File: config.mk
export PLATFORM = sky130hd
export DESIGN_NAME = subst_prefix_unit
export DESIGN_NICKNAME = d
export VERILOG_FILES = /design/src/rtl/subst_pkg.sv /design/src/rtl/subst_decode.sv /design/src/rtl/subst_arith.sv /design/src/rtl/subst_hold.sv /design/src/rtl/subst_prefix_unit.sv
export SDC_FILE = /design/constraint.sdc
export NUM_CORES = 1
export LEC_CHECK = 0
export BUFFER_PORTS_ARGS = -buffer_cell sky130_fd_sc_hd__buf_4
export CORE_MARGIN = 3
export CORE_UTILIZATION = 39
export CTS_BUF_LIST = sky130_fd_sc_hd__clkbuf_2 sky130_fd_sc_hd__clkbuf_4 sky130_fd_sc_hd__clkbuf_8
export DETAILED_ROUTE_END_ITERATION = 6
export PLACE_DENSITY = 0.94
export SLEW_MARGIN = 25
export SYNTH_ARGS = -nofsm -noshare
export SYNTH_HDL_FRONTEND = slang
export SYNTH_SLANG_ARGS = --single-unit
export TNS_END_PERCENT = 1
File: constraint.sdc
create_clock -name clk -period 4.6 [get_ports clk]
set_input_delay 0.92 -clock clk [delete_from_list [all_inputs] [get_ports clk]]
set_output_delay 0.92 -clock clk [all_outputs]
set_load 0.01 [all_outputs]
File: src/rtl/subst_pkg.sv
package subst_pkg;
   // class of the instruction currently in execute
   typedef enum logic [1:0] {
      K_OTHER = 2'd0,
      K_SUBST = 2'd1,
      K_SETQ  = 2'd2
   } ins_kind_e;
endpackage

File: src/rtl/subst_decode.sv
module subst_decode
   import subst_pkg::*;
#(
   parameter int OPC_W    = 13,
   parameter int OP_SUBST = 'h0A5,
   parameter int OP_SETQ  = 'h0C1
) (
   input  logic [OPC_W-1:0] opc_i,
   output ins_kind_e        kind_o
);
   localparam logic [OPC_W-1:0] CODE_SUBST = OPC_W'(OP_SUBST);
   localparam logic [OPC_W-1:0] CODE_SETQ  = OPC_W'(OP_SETQ);

   always_comb begin
      if (opc_i == CODE_SUBST)
         kind_o = K_SUBST;
      else if (opc_i == CODE_SETQ)
         kind_o = K_SETQ;
      else
         kind_o = K_OTHER;
   end
endmodule

File: src/rtl/subst_arith.sv
module subst_arith #(
   parameter int FLD_W      = 9,
   parameter int INC_W      = 9,
   parameter bit INC_SIGNED = 1'b1
) (
   input  logic [FLD_W-1:0] base_i,
   input  logic [INC_W-1:0] step_i,
   input  logic [FLD_W-1:0] sop_i,
   output logic [FLD_W-1:0] src_o,
   output logic [FLD_W-1:0] base_next_o
);
   localparam int PAD_W = FLD_W - INC_W;

   logic [FLD_W-1:0] step_ext;

   // the step field is widened to the pointer width; the variant is fixed by parameters
   generate
      if (PAD_W == 0) begin : g_same
         assign step_ext = step_i;
      end else if (INC_SIGNED) begin : g_sext
         assign step_ext = {{PAD_W{step_i[INC_W-1]}}, step_i};
      end else begin : g_zext
         assign step_ext = {{PAD_W{1'b0}}, step_i};
      end
   endgenerate

   // both sums start from the original pointer value
   assign src_o       = base_i + sop_i;
   assign base_next_o = base_i + step_ext;
endmodule

File: src/rtl/subst_hold.sv
module subst_hold #(
   parameter int FLD_W = 9
) (
   input  logic             clk,
   input  logic             rst_n,
   input  logic             clear_i,
   input  logic             load_i,
   input  logic             use_i,
   input  logic [FLD_W-1:0] val_i,
   output logic             pend_o,
   output logic [FLD_W-1:0] val_o
);
   always_ff @(posedge clk or negedge rst_n) begin
      if (!rst_n) begin
         pend_o <= 1'b0;
         val_o  <= '0;
      end else if (clear_i) begin
         pend_o <= 1'b0;
      end else if (load_i) begin
         // a prefix that consumed a patch may arm a fresh one in the same cycle
         pend_o <= 1'b1;
         val_o  <= val_i;
      end else if (use_i) begin
         pend_o <= 1'b0;
      end
   end
endmodule

File: src/rtl/subst_prefix_unit.sv
module subst_prefix_unit
   import subst_pkg::*;
#(
   parameter int WORD_W     = 32,
   parameter int FLD_W      = 9,
   parameter int INC_W      = 9,
   parameter bit INC_SIGNED = 1'b1,
   parameter int OP_SUBST   = 'h0A5,
   parameter int OP_SETQ    = 'h0C1
) (
   input  logic              clk,
   input  logic              rst_n,
   input  logic              flush_i,
   input  logic              issue_i,
   input  logic [WORD_W-1:0] ins_i,
   input  logic [WORD_W-1:0] dval_i,
   input  logic [FLD_W-1:0]  sreg_i,
   output logic [WORD_W-1:0] ins_o,
   output logic [FLD_W-1:0]  src_o,
   output logic              sub_o,
   output logic              dwr_o,
   output logic [WORD_W-1:0] dwr_data_o,
   output logic              qnote_o
);
   localparam int IMM_BIT = 2 * FLD_W;
   localparam int OPC_LSB = IMM_BIT + 1;
   localparam int OPC_W   = WORD_W - OPC_LSB;
   localparam int STEP_HI = FLD_W + INC_W - 1;

   initial begin
      assert (OPC_W >= 1)
         else $fatal(1, "word too narrow for opcode, flag and two fields");
      assert (INC_W >= 1 && INC_W <= FLD_W)
         else $fatal(1, "step width must lie in 1..FLD_W");
      assert (STEP_HI < WORD_W)
         else $fatal(1, "step field runs past the register");
      assert (OP_SUBST != OP_SETQ)
         else $fatal(1, "opcodes must differ");
      assert (OP_SUBST >= 0 && OP_SUBST < (1 << OPC_W) && OP_SETQ >= 0 && OP_SETQ < (1 << OPC_W))
         else $fatal(1, "opcode does not fit its field");
   end

   logic             live;
   logic             apply;
   logic             pend_v;
   logic [FLD_W-1:0] pend_val;
   logic             imm;
   logic [FLD_W-1:0] sop;
   logic [FLD_W-1:0] sum;
   logic [FLD_W-1:0] base_next;
   ins_kind_e        kind;

   // an instruction counts only when it issues and is not squashed
   assign live  = issue_i & ~flush_i;
   assign apply = live & pend_v;

   assign ins_o = apply ? {ins_i[WORD_W-1:FLD_W], pend_val} : ins_i;

   subst_decode #(
      .OPC_W   (OPC_W),
      .OP_SUBST(OP_SUBST),
      .OP_SETQ (OP_SETQ)
   ) u_dec (
      .opc_i (ins_o[WORD_W-1:OPC_LSB]),
      .kind_o(kind)
   );

   assign imm = ins_o[IMM_BIT];
   assign sop = imm ? ins_o[FLD_W-1:0] : sreg_i;

   subst_arith #(
      .FLD_W     (FLD_W),
      .INC_W     (INC_W),
      .INC_SIGNED(INC_SIGNED)
   ) u_arith (
      .base_i     (dval_i[FLD_W-1:0]),
      .step_i     (dval_i[STEP_HI:FLD_W]),
      .sop_i      (sop),
      .src_o      (sum),
      .base_next_o(base_next)
   );

   assign sub_o      = live & (kind == K_SUBST);
   assign src_o      = sum;
   assign dwr_o      = sub_o & ~imm;
   assign dwr_data_o = {dval_i[WORD_W-1:FLD_W], base_next};

   subst_hold #(
      .FLD_W(FLD_W)
   ) u_hold (
      .clk    (clk),
      .rst_n  (rst_n),
      .clear_i(flush_i),
      .load_i (sub_o),
      .use_i  (live),
      .val_i  (sum),
      .pend_o (pend_v),
      .val_o  (pend_val)
   );

   // set-Q notification: prefixes are transparent to it
   always_ff @(posedge clk or negedge rst_n) begin
      if (!rst_n)
         qnote_o <= 1'b0;
      else if (live) begin
         case (kind)
            K_SETQ:  qnote_o <= 1'b1;
            K_SUBST: qnote_o <= qnote_o;
            default: qnote_o <= 1'b0;
         endcase
      end
   end
endmodule

== After elaboration in Yosys (flattened, before gate mapping) ==
Index checks and enable logic that the tools add are counted.

* Add/subtract/negate cells: 2
* $mul: 0
* Div/mod/pow operators: 0
* $lt $le $gt $ge: 0
* Eq/ne operators: 4
* Shifts and indexed selects: 0
* Muxes and demuxes: 8
* Bitwise operators: 7
* Reductions and logical operators: 3

{| class="wikitable"
|+ Operators with widths
! cell !! number
|-
| $eq 13x8->1 const B || 2
|-
| $add 9x9->9 || 2
|-
| $mux 9 || 2
|-
| $and 1x1->1 || 4
|-
| $mux 2 || 2
|-
| $reduce_and 2->1 || 2
|-
| $mux 1 || 3
|-
| $not 1->1 || 3
|-
| $reduce_bool 3->1 || 1
|-
| $eq 2x1->1 const B || 1
|-
| $eq 2x2->1 const B || 1
|-
| $pmux 1 s2 || 1
|}

* Register bits: 11
* Bits in latches: 0
* Bits in writable memories: 0
* Memory bits (read-only): 0
* Output and inout bits: 76
* Word-level logic and storage cells: 27
* Memories: 0

== Depth between registers and ports, before layout ==
Gate-level depths: netlist of the first run.

* Depth in word-level cells: 7
* Mapped depth: 13
* Depth with buffers taken out: 12

== Hierarchy ==
A second synthesis of the first run with hierarchy kept.

* Cells, all modules: 218
* Area total of the unflattened synthesis: 1899.3 sq um

{| class="wikitable"
|+ By module, submodules not included
! module !! instances !! cells each !! area an instance (sq um)
|-
| subst_prefix_unit || 1 || 105 || 726.9
|-
| subst_arith || 1 || 82 || 689.4
|-
| subst_hold || 1 || 24 || 425.4
|-
| subst_decode || 1 || 7 || 57.6
|}

== Least setup slack after synthesis of the first run ==
OpenSTA, ideal clock, no wires.

* Path type: input -> output
* Start point: in flush_i
* End point: out src_o[6]
* Data arrival time: 3004 ps
* Path slack: 676 ps
* Stages on the path: 12
* Buffers on the path: 1
* Cells stage by stage: nand3b_1 -> buf_6 -> mux2_2 -> mux2_2 -> ha_1 -> inv_1 -> fa_1 -> nor2b_1 -> o31a_1 -> o21a_1 -> nor2_1 -> xnor2_1

* Longest elaborated chain between the ends: 6

{| class="wikitable"
|+ Ends and longest elaborated chain
! what !! RTL line !! source
|-
| start, declared || subst_prefix_unit.sv:13 || <nowiki>input logic flush_i,</nowiki>
|-
| $not 1->1 (no line) || n/a ||
|-
| $and 1x1->1 || subst_prefix_unit.sv:54 || <nowiki>assign live = issue_i & ~flush_i;</nowiki>
|-
| $and 1x1->1 || subst_prefix_unit.sv:55 || <nowiki>assign apply = live & pend_v;</nowiki>
|-
| $mux 9 || subst_prefix_unit.sv:57 || <nowiki>assign ins_o = apply ? {ins_i[WORD_W-1:FLD_W], pend_val} : ins_i;</nowiki>
|-
| via ins_o[0] || subst_prefix_unit.sv:18 || <nowiki>output logic [WORD_W-1:0] ins_o,</nowiki>
|-
| $mux 9 || subst_prefix_unit.sv:69 || <nowiki>assign sop = imm ? ins_o[FLD_W-1:0] : sreg_i;</nowiki>
|-
| $add 9x9->9 || subst_arith.sv:28 || <nowiki>assign src_o = base_i + sop_i;</nowiki>
|-
| end, declared || subst_prefix_unit.sv:19 || <nowiki>output logic [FLD_W-1:0] src_o,</nowiki>
|}

The timed path passes the listed nets, and every way through them passes these cells.

== Final worst setup path of the first run ==
* Start point: in flush_i
* End point: out src_o[7]

* Longest elaborated chain between the ends: 6

{| class="wikitable"
|+ Ends and longest elaborated chain
! what !! RTL line
|-
| $not 1->1 (no line) || n/a
|-
| $and 1x1->1 || subst_prefix_unit.sv:54
|-
| $and 1x1->1 || subst_prefix_unit.sv:55
|-
| $mux 9 || subst_prefix_unit.sv:57
|-
| $mux 9 || subst_prefix_unit.sv:69
|-
| $add 9x9->9 || subst_arith.sv:28
|}

No other way between the ends.

==> results.cfg, run 1 <==
[status]
status = finished, final reports clean

[clocking]
numCtsBuffers = 3
cts_max_level = 1
postCtsResizedCells = 0
cts_setup_buffers = 0
cts_hold_buf = 0
cts.sinks = 11
clkTransAtPathRegs_ns = 0.05
cts.path.max_buffers = 2
insertion_delay_ns = 0.24
cts_root_buf = clkbuf_8
cts_tree = built

[synth]
synth_edf_count = 0
synthCells = 192
ys_top_cells_by_count = 46 x buf_4, 16 x ha_1, 14 x mux2_2, 14 x nand2_1
yosysSeqAreaShare = 0.1605
yosys_warnings = 0
synthTopCellsByArea = buf_4 20%, dfrtp_1 16%, ha_1 12%
yosysUniqueCellTypes = 36
synth_area_leader_cell = buf_4
avgSynthCellArea_sq_um = 8.934
netlist.area_leader.share = 0.2013
synth_flop_cell = dfrtp_1
synth_area_sq_um = 1715
synth_most_common_cell = buf_4
ys_ff_latch = 11
syn-num-nets = 287
async_flop_share = 1.000

[timing]
finalHoldViolations = 0
fin_crit_ns = 4.261
setup_viol_count_final = 0
setup_tns_ns = 0
fmax_ghz = 0.2347
period_share = 0.9264
drv_slew = 0
tightest_slew_ns = 0.5393
skew_ns = 0.0005846
slew-limit-headroom = 0.6377
grt_setup_unrepaired = no

[route]
via_count = 1513
drtAntennaViolNets = 0
wl_per_cell_um = 15.47
viasPerCell = 4.977
dr.pass1.iters = 4
drc = 0
drtIter0Drc = 71
wl_um = 4702

[power_and_ir_drop]
p_total_mw = 0.4723
peakVddDrop_mv = 0.09524
leakagePower_nw = 1.174
power.density_nw_per_um2 = 209.1

[placed_design]
hpwl_um = 4029
routabilityCongestion = 0.7851
buffer_ports.inserted = 106

[finish]
drive_above_1_share = 0.5315
nNetsFinal = 350
synthToLayoutAreaGrowth_pct = 31.66
n_antenna_cell = 0

[grt]
grt_pass1_vias = 1576
grt_pass1_wl_um = 7431
grt_max_degree = 13
track_usage = 0.1766
globalRouteOverflowTotal = 0
antenna_found_initial = 0

[critical_path]
end_kind = output pin
critPathKind = input pin to output pin
startpoint_type = input pin
required_ns = 3.68
crit_fanout = 7
r2r_cells = 11
cp.arrival_ns = 3.34

[floorplan]
die_h_um = 72.32
core_area_sq_um = 4115
pin_count = 153
core.rowCount = 23
dieArea_sq_um = 5230
initial_utilization = 0.4168
dieWidth_um = 72.32

[worst_hold_path]
hold-path-cell-count = 2
hold_path.class = register to register

[run]
drv_cap = 0
sequential cells by signal (all words and copies together) (netlist names):
signal         count
qnote_o            1
u_hold.val_o       9
u_hold.pend_o      1
power breakdown:
part           internal (mW)  leakage [nW]  switching [mW]
Combinational          0.147         0.994           0.124
Clock                 0.0669        0.0262          0.0376
Sequential            0.0971         0.154       0.0000774
per-stage QoR:
| step | cells | area, sq um | worst slack (ns) | hold WS (ns) | utilization |
|---|---|---|---|---|---|
| 3_3_place_gp | 300 | 2210 | 0.4797 | 0.4501 | 0.5369 |
| 3_5_place_dp | 300 | 2210 | 0.3630 | 0.4576 | 0.5369 |
| 2_1_floorplan | 192 | 1715 | 0.6763 | 0.4348 | - |
| 6_report | 304 | 2258 | 0.3387 | 0.4694 | 0.5488 |
| 5_1_grt | 304 | 2258 | 0.2265 | 0.5105 | 0.5488 |
| 4_1_cts | 304 | 2258 | 0.3580 | 0.4683 | 0.5488 |
kinds of logic after synthesis:
logic type,share of synthesized area
buffers and inverters,0.2276
AND/OR/NAND/NOR,0.1342
XOR/XNOR,0.08097
adder cells (fa/ha/maj),0.1400
multiplexers,0.1612
flip-flops,0.1605
AO/OA/AOI/OAI,0.09555
cell type report:
cell class / count / area [sq um]
multi-input cells: 127 / 1050
flip-flops and latches: 11 / 275.3
clock buffers: 4 / 48.80
well taps: 50 / 62.56
inverters: 5 / 18.77
repair buffers: 107 / 803.3
fillers: 360 / 1857
layout by cell type, fill, tap and decap left out, drive strengths merged:
| cell type | count |
|---|---|
| nand4b | 1 |
| or3 | 4 |
| nor4 | 2 |
| o21ai | 8 |
| buf | 107 |
| nor3 | 2 |
| or4b | 1 |
| nor4b | 1 |
| mux2i | 2 |
| inv | 5 |
| fa | 2 |
| or2 | 1 |
| nor2 | 12 |
| xor2 | 2 |
| o31a | 1 |
| mux2 | 20 |
| nor2b | 3 |
| dfrtp | 11 |
| a211oi | 1 |
| nand2b | 1 |
| o21a | 3 |
| a21o | 2 |
| ha | 16 |
| o211ai | 2 |
| nand3b | 2 |
| clkbuf | 4 |
| xnor2 | 13 |
| nand2 | 14 |
| a21oi | 11 |
worst paths after layout:
| path | from | end | slack (ns) |
|---|---|---|---|
| worst min-delay path | u_hold.val_o[0] | u_hold.val_o[0] | 0.47 |
| min in group asynchronous | rst_n | u_hold.val_o[3] | 0.51 |
| worst min register to register | u_hold.val_o[0] | u_hold.val_o[0] | 0.47 |
| worst max register to register | u_hold.pend_o | u_hold.val_o[7] | 1.75 |
| max in group asynchronous | rst_n | qnote_o | 3.95 |
| worst max-delay path | flush_i | src_o[7] | 0.34 |
worst max-delay path, cell delays in order:
cell      delay, ns
buf_4          0.11
nand3b_1       0.22
buf_4          0.22
mux2_2         0.29
mux2_2         0.27
ha_1           0.33
a21oi_1        0.20
o21ai_1        0.12
a21o_1         0.19
a21oi_1        0.17
xnor2_1        0.16
buf_4          0.15
per-layer routing:
| layer | routed length [um] | GRT usage |
|---|---|---|
| met1 | 1736 | 0.2071 |
| met2 | 2470 | 0.3165 |
| met3 | 379 | 0.01385 |
| met4 | 115 | 0.09395 |
| met5 | 0 | 0 |
Power figures use the tool's default switching activity.
==> run 2: changes to the inputs <==
--- a/config.mk
+++ b/config.mk
@@ -6,6 +6,7 @@
 export NUM_CORES = 1
 export LEC_CHECK = 0
 export BUFFER_PORTS_ARGS = -buffer_cell sky130_fd_sc_hd__buf_4
+export CORE_ASPECT_RATIO = 2
 export CORE_MARGIN = 3
 export CORE_UTILIZATION = 39
 export CTS_BUF_LIST = sky130_fd_sc_hd__clkbuf_2 sky130_fd_sc_hd__clkbuf_4 sky130_fd_sc_hd__clkbuf_8
==> run 2 against run 1 <==
  * First-iteration DRC count shrank 85%
  * Critical path type unchanged
  * Design area is 0.44% higher
  * Critical endpoint is now src_o[8]
  * Largest power group unchanged
  * Largest cell class unchanged
  * Via count increased by 0.46%
  * Cell count up 0.99%
  * Sequential share of layout area fell by 0.054 points
==> results.cfg, run 2 (synthesis results as in run 1) <==
[timing]
grt_setup_unrepaired = no
period_share = 0.9542
fmax_ghz = 0.2278
setup_viol_count_final = 0
slew-limit-headroom = 0.7641
skew_ns = 0.002921
fin_crit_ns = 4.389
tightest_slew_ns = 0.3528
setup_tns_ns = 0
drv_slew = 0
finalHoldViolations = 0

[power_and_ir_drop]
peakVddDrop_mv = 0.1136
switching_share = 0.3370
power.density_nw_per_um2 = 206.3
p_int_mw = 0.3103
p_total_mw = 0.4680
combPwrFrac = 0.575
seqPwrFrac = 0.208
power_frac_clock = 0.217
leakagePower_nw = 1.179
switchingPower_mw = 0.1577

[critical_path]
startpoint = flush_i
required_ns = 3.68
crit_fanout = 6
startpoint_type = input pin
reg2reg_from = u_hold.pend_o
r2r_cells = 11
r2r_slack_ns = 1.64
r2r-end = u_hold.val_o[8]
crit_end = src_o[8]
critPathKind = input pin to output pin
end_kind = output pin
cp.arrival_ns = 3.47

[finish]
final_cell_mix = 108 x buf_4, 16 x ha_1, 14 x mux2_2, 14 x nand2_1
multi_input_area_sq_um = 1050
drive_above_1_share = 0.5333
nNetsFinal = 351
fill_cells = 385
layout_commonest_cell = buf_4
largestRegisters = u_hold.val_o: 9 flops, qnote_o: 1 flops, u_hold.pend_o: 1 flops
synthToLayoutAreaGrowth_pct = 32.24
largest_reg_flops = 9
seq_area_sq_um = 275.3
n_antenna_cell = 0
regMostFlops = u_hold.val_o

[floorplan]
dieArea_sq_um = 5278
core_area_sq_um = 4170
initial_utilization = 0.4113
core.rowCount = 33
dieWidth_um = 52.90
die_h_um = 99.79
pin_count = 153

[clocking]
cts_max_level = 1
cts_tree = built
cts_root_buf = clkbuf_8
numCtsBuffers = 3
clkTransAtPathRegs_ns = 0.05
cts.path.max_buffers = 2
cts_hold_buf = 0
postCtsResizedCells = 0
cts.sinks = 11
insertion_delay_ns = 0.24
cts_setup_buffers = 0

[grt]
globalRouteOverflowTotal = 0
antenna_found_initial = 0
track_usage = 0.1707
grt_pass1_wl_um = 6837
grt_max_degree = 13
grt_pass1_vias = 1574

[route]
via_count = 1520
drtAntennaViolNets = 0
wl_per_cell_um = 15.11
viasPerCell = 4.951
wl_um = 4639
dr.pass1.iters = 4
drtIter0Drc = 11
drc = 0

[placed_design]
buffer_ports.inserted = 106
routabilityCongestion = 0.8900
hpwl_um = 4179

[run]
drv_cap = 0

[status]
status = finished, final reports clean

[worst_hold_path]
hold_path.class = register to register
==> run 2: cell types whose count changed in the layout (fill, tap and decap cells not counted) <==
cell | before | now
buf_4 | 107 | 108
==> run 2: worst min path at each step <==
stage | start | end | slack, ns | cells past startpoint
floorplan | u_hold.val_o[0] | u_hold.val_o[0] | 0.43 | 2
global placement | u_hold.val_o[3] | u_hold.val_o[3] | 0.45 | 2
detailed placement | u_hold.val_o[0] | u_hold.val_o[0] | 0.47 | 2
CTS | u_hold.val_o[0] | u_hold.val_o[0] | 0.48 | 2
global route | rst_n | u_hold.val_o[6] | 0.51 | 1
finish | u_hold.val_o[0] | u_hold.val_o[0] | 0.47 | 2
==> run 2: power groups by stage <==
stage,Clock [mW],Sequential [mW],Combinational [mW]
2_1_floorplan,0,0.0987,0.168
3_3_place_gp,0,0.0987,0.266
3_5_place_dp,0,0.0987,0.272
4_1_cts,0.103,0.0972,0.273
5_1_grt,0.108,0.0971,0.294
6_report,0.102,0.0972,0.269
==> run 2: critical path: stages <==
cell and delay, ns:
buf_4 0.11, nand3b_1 0.34, mux2_2 0.38, mux2_2 0.27, ha_1 0.21, inv_1 0.07
fa_1 0.20, nor2b_1 0.06, o31a_1 0.27, o21ai_0 0.31, xnor2_2 0.17, buf_4 0.16
==> run 2: per-stage QoR <==
| stage | area (sq um) | utilization | setup WS (ns) | hold slack (ns) | std cells |
|---|---|---|---|---|---|
| floorplan | 1715 | - | 0.6763 | 0.4348 | 192 |
| global placement | 2220 | 0.5323 | 0.2688 | 0.4460 | 303 |
| detailed placement | 2220 | 0.5323 | 0.1818 | 0.4667 | 303 |
| CTS | 2268 | 0.5440 | 0.1725 | 0.4777 | 307 |
| global route | 2268 | 0.5440 | 0.02345 | 0.5094 | 307 |
| finish | 2268 | 0.5440 | 0.2106 | 0.4722 | 307 |
==> run 2: layout make-up <==
cell class / count / share of cell area
multi-input cells: 127 / 0.4628
clock buffers: 4 / 0.02151
repair buffers: 108 / 0.3574
inverters: 5 / 0.008274
flip-flops and latches: 11 / 0.1213
well taps: 52 / 0.02868
==> run 2: layer usage <==
metal  GRT usage  vias up  part of all wire
li1            -      745                 -
met1      0.1320      683              0.28
met2      0.3602       72              0.58
met3     0.01932       20             0.094
met4     0.09449        0             0.046
met5           0        -                 0
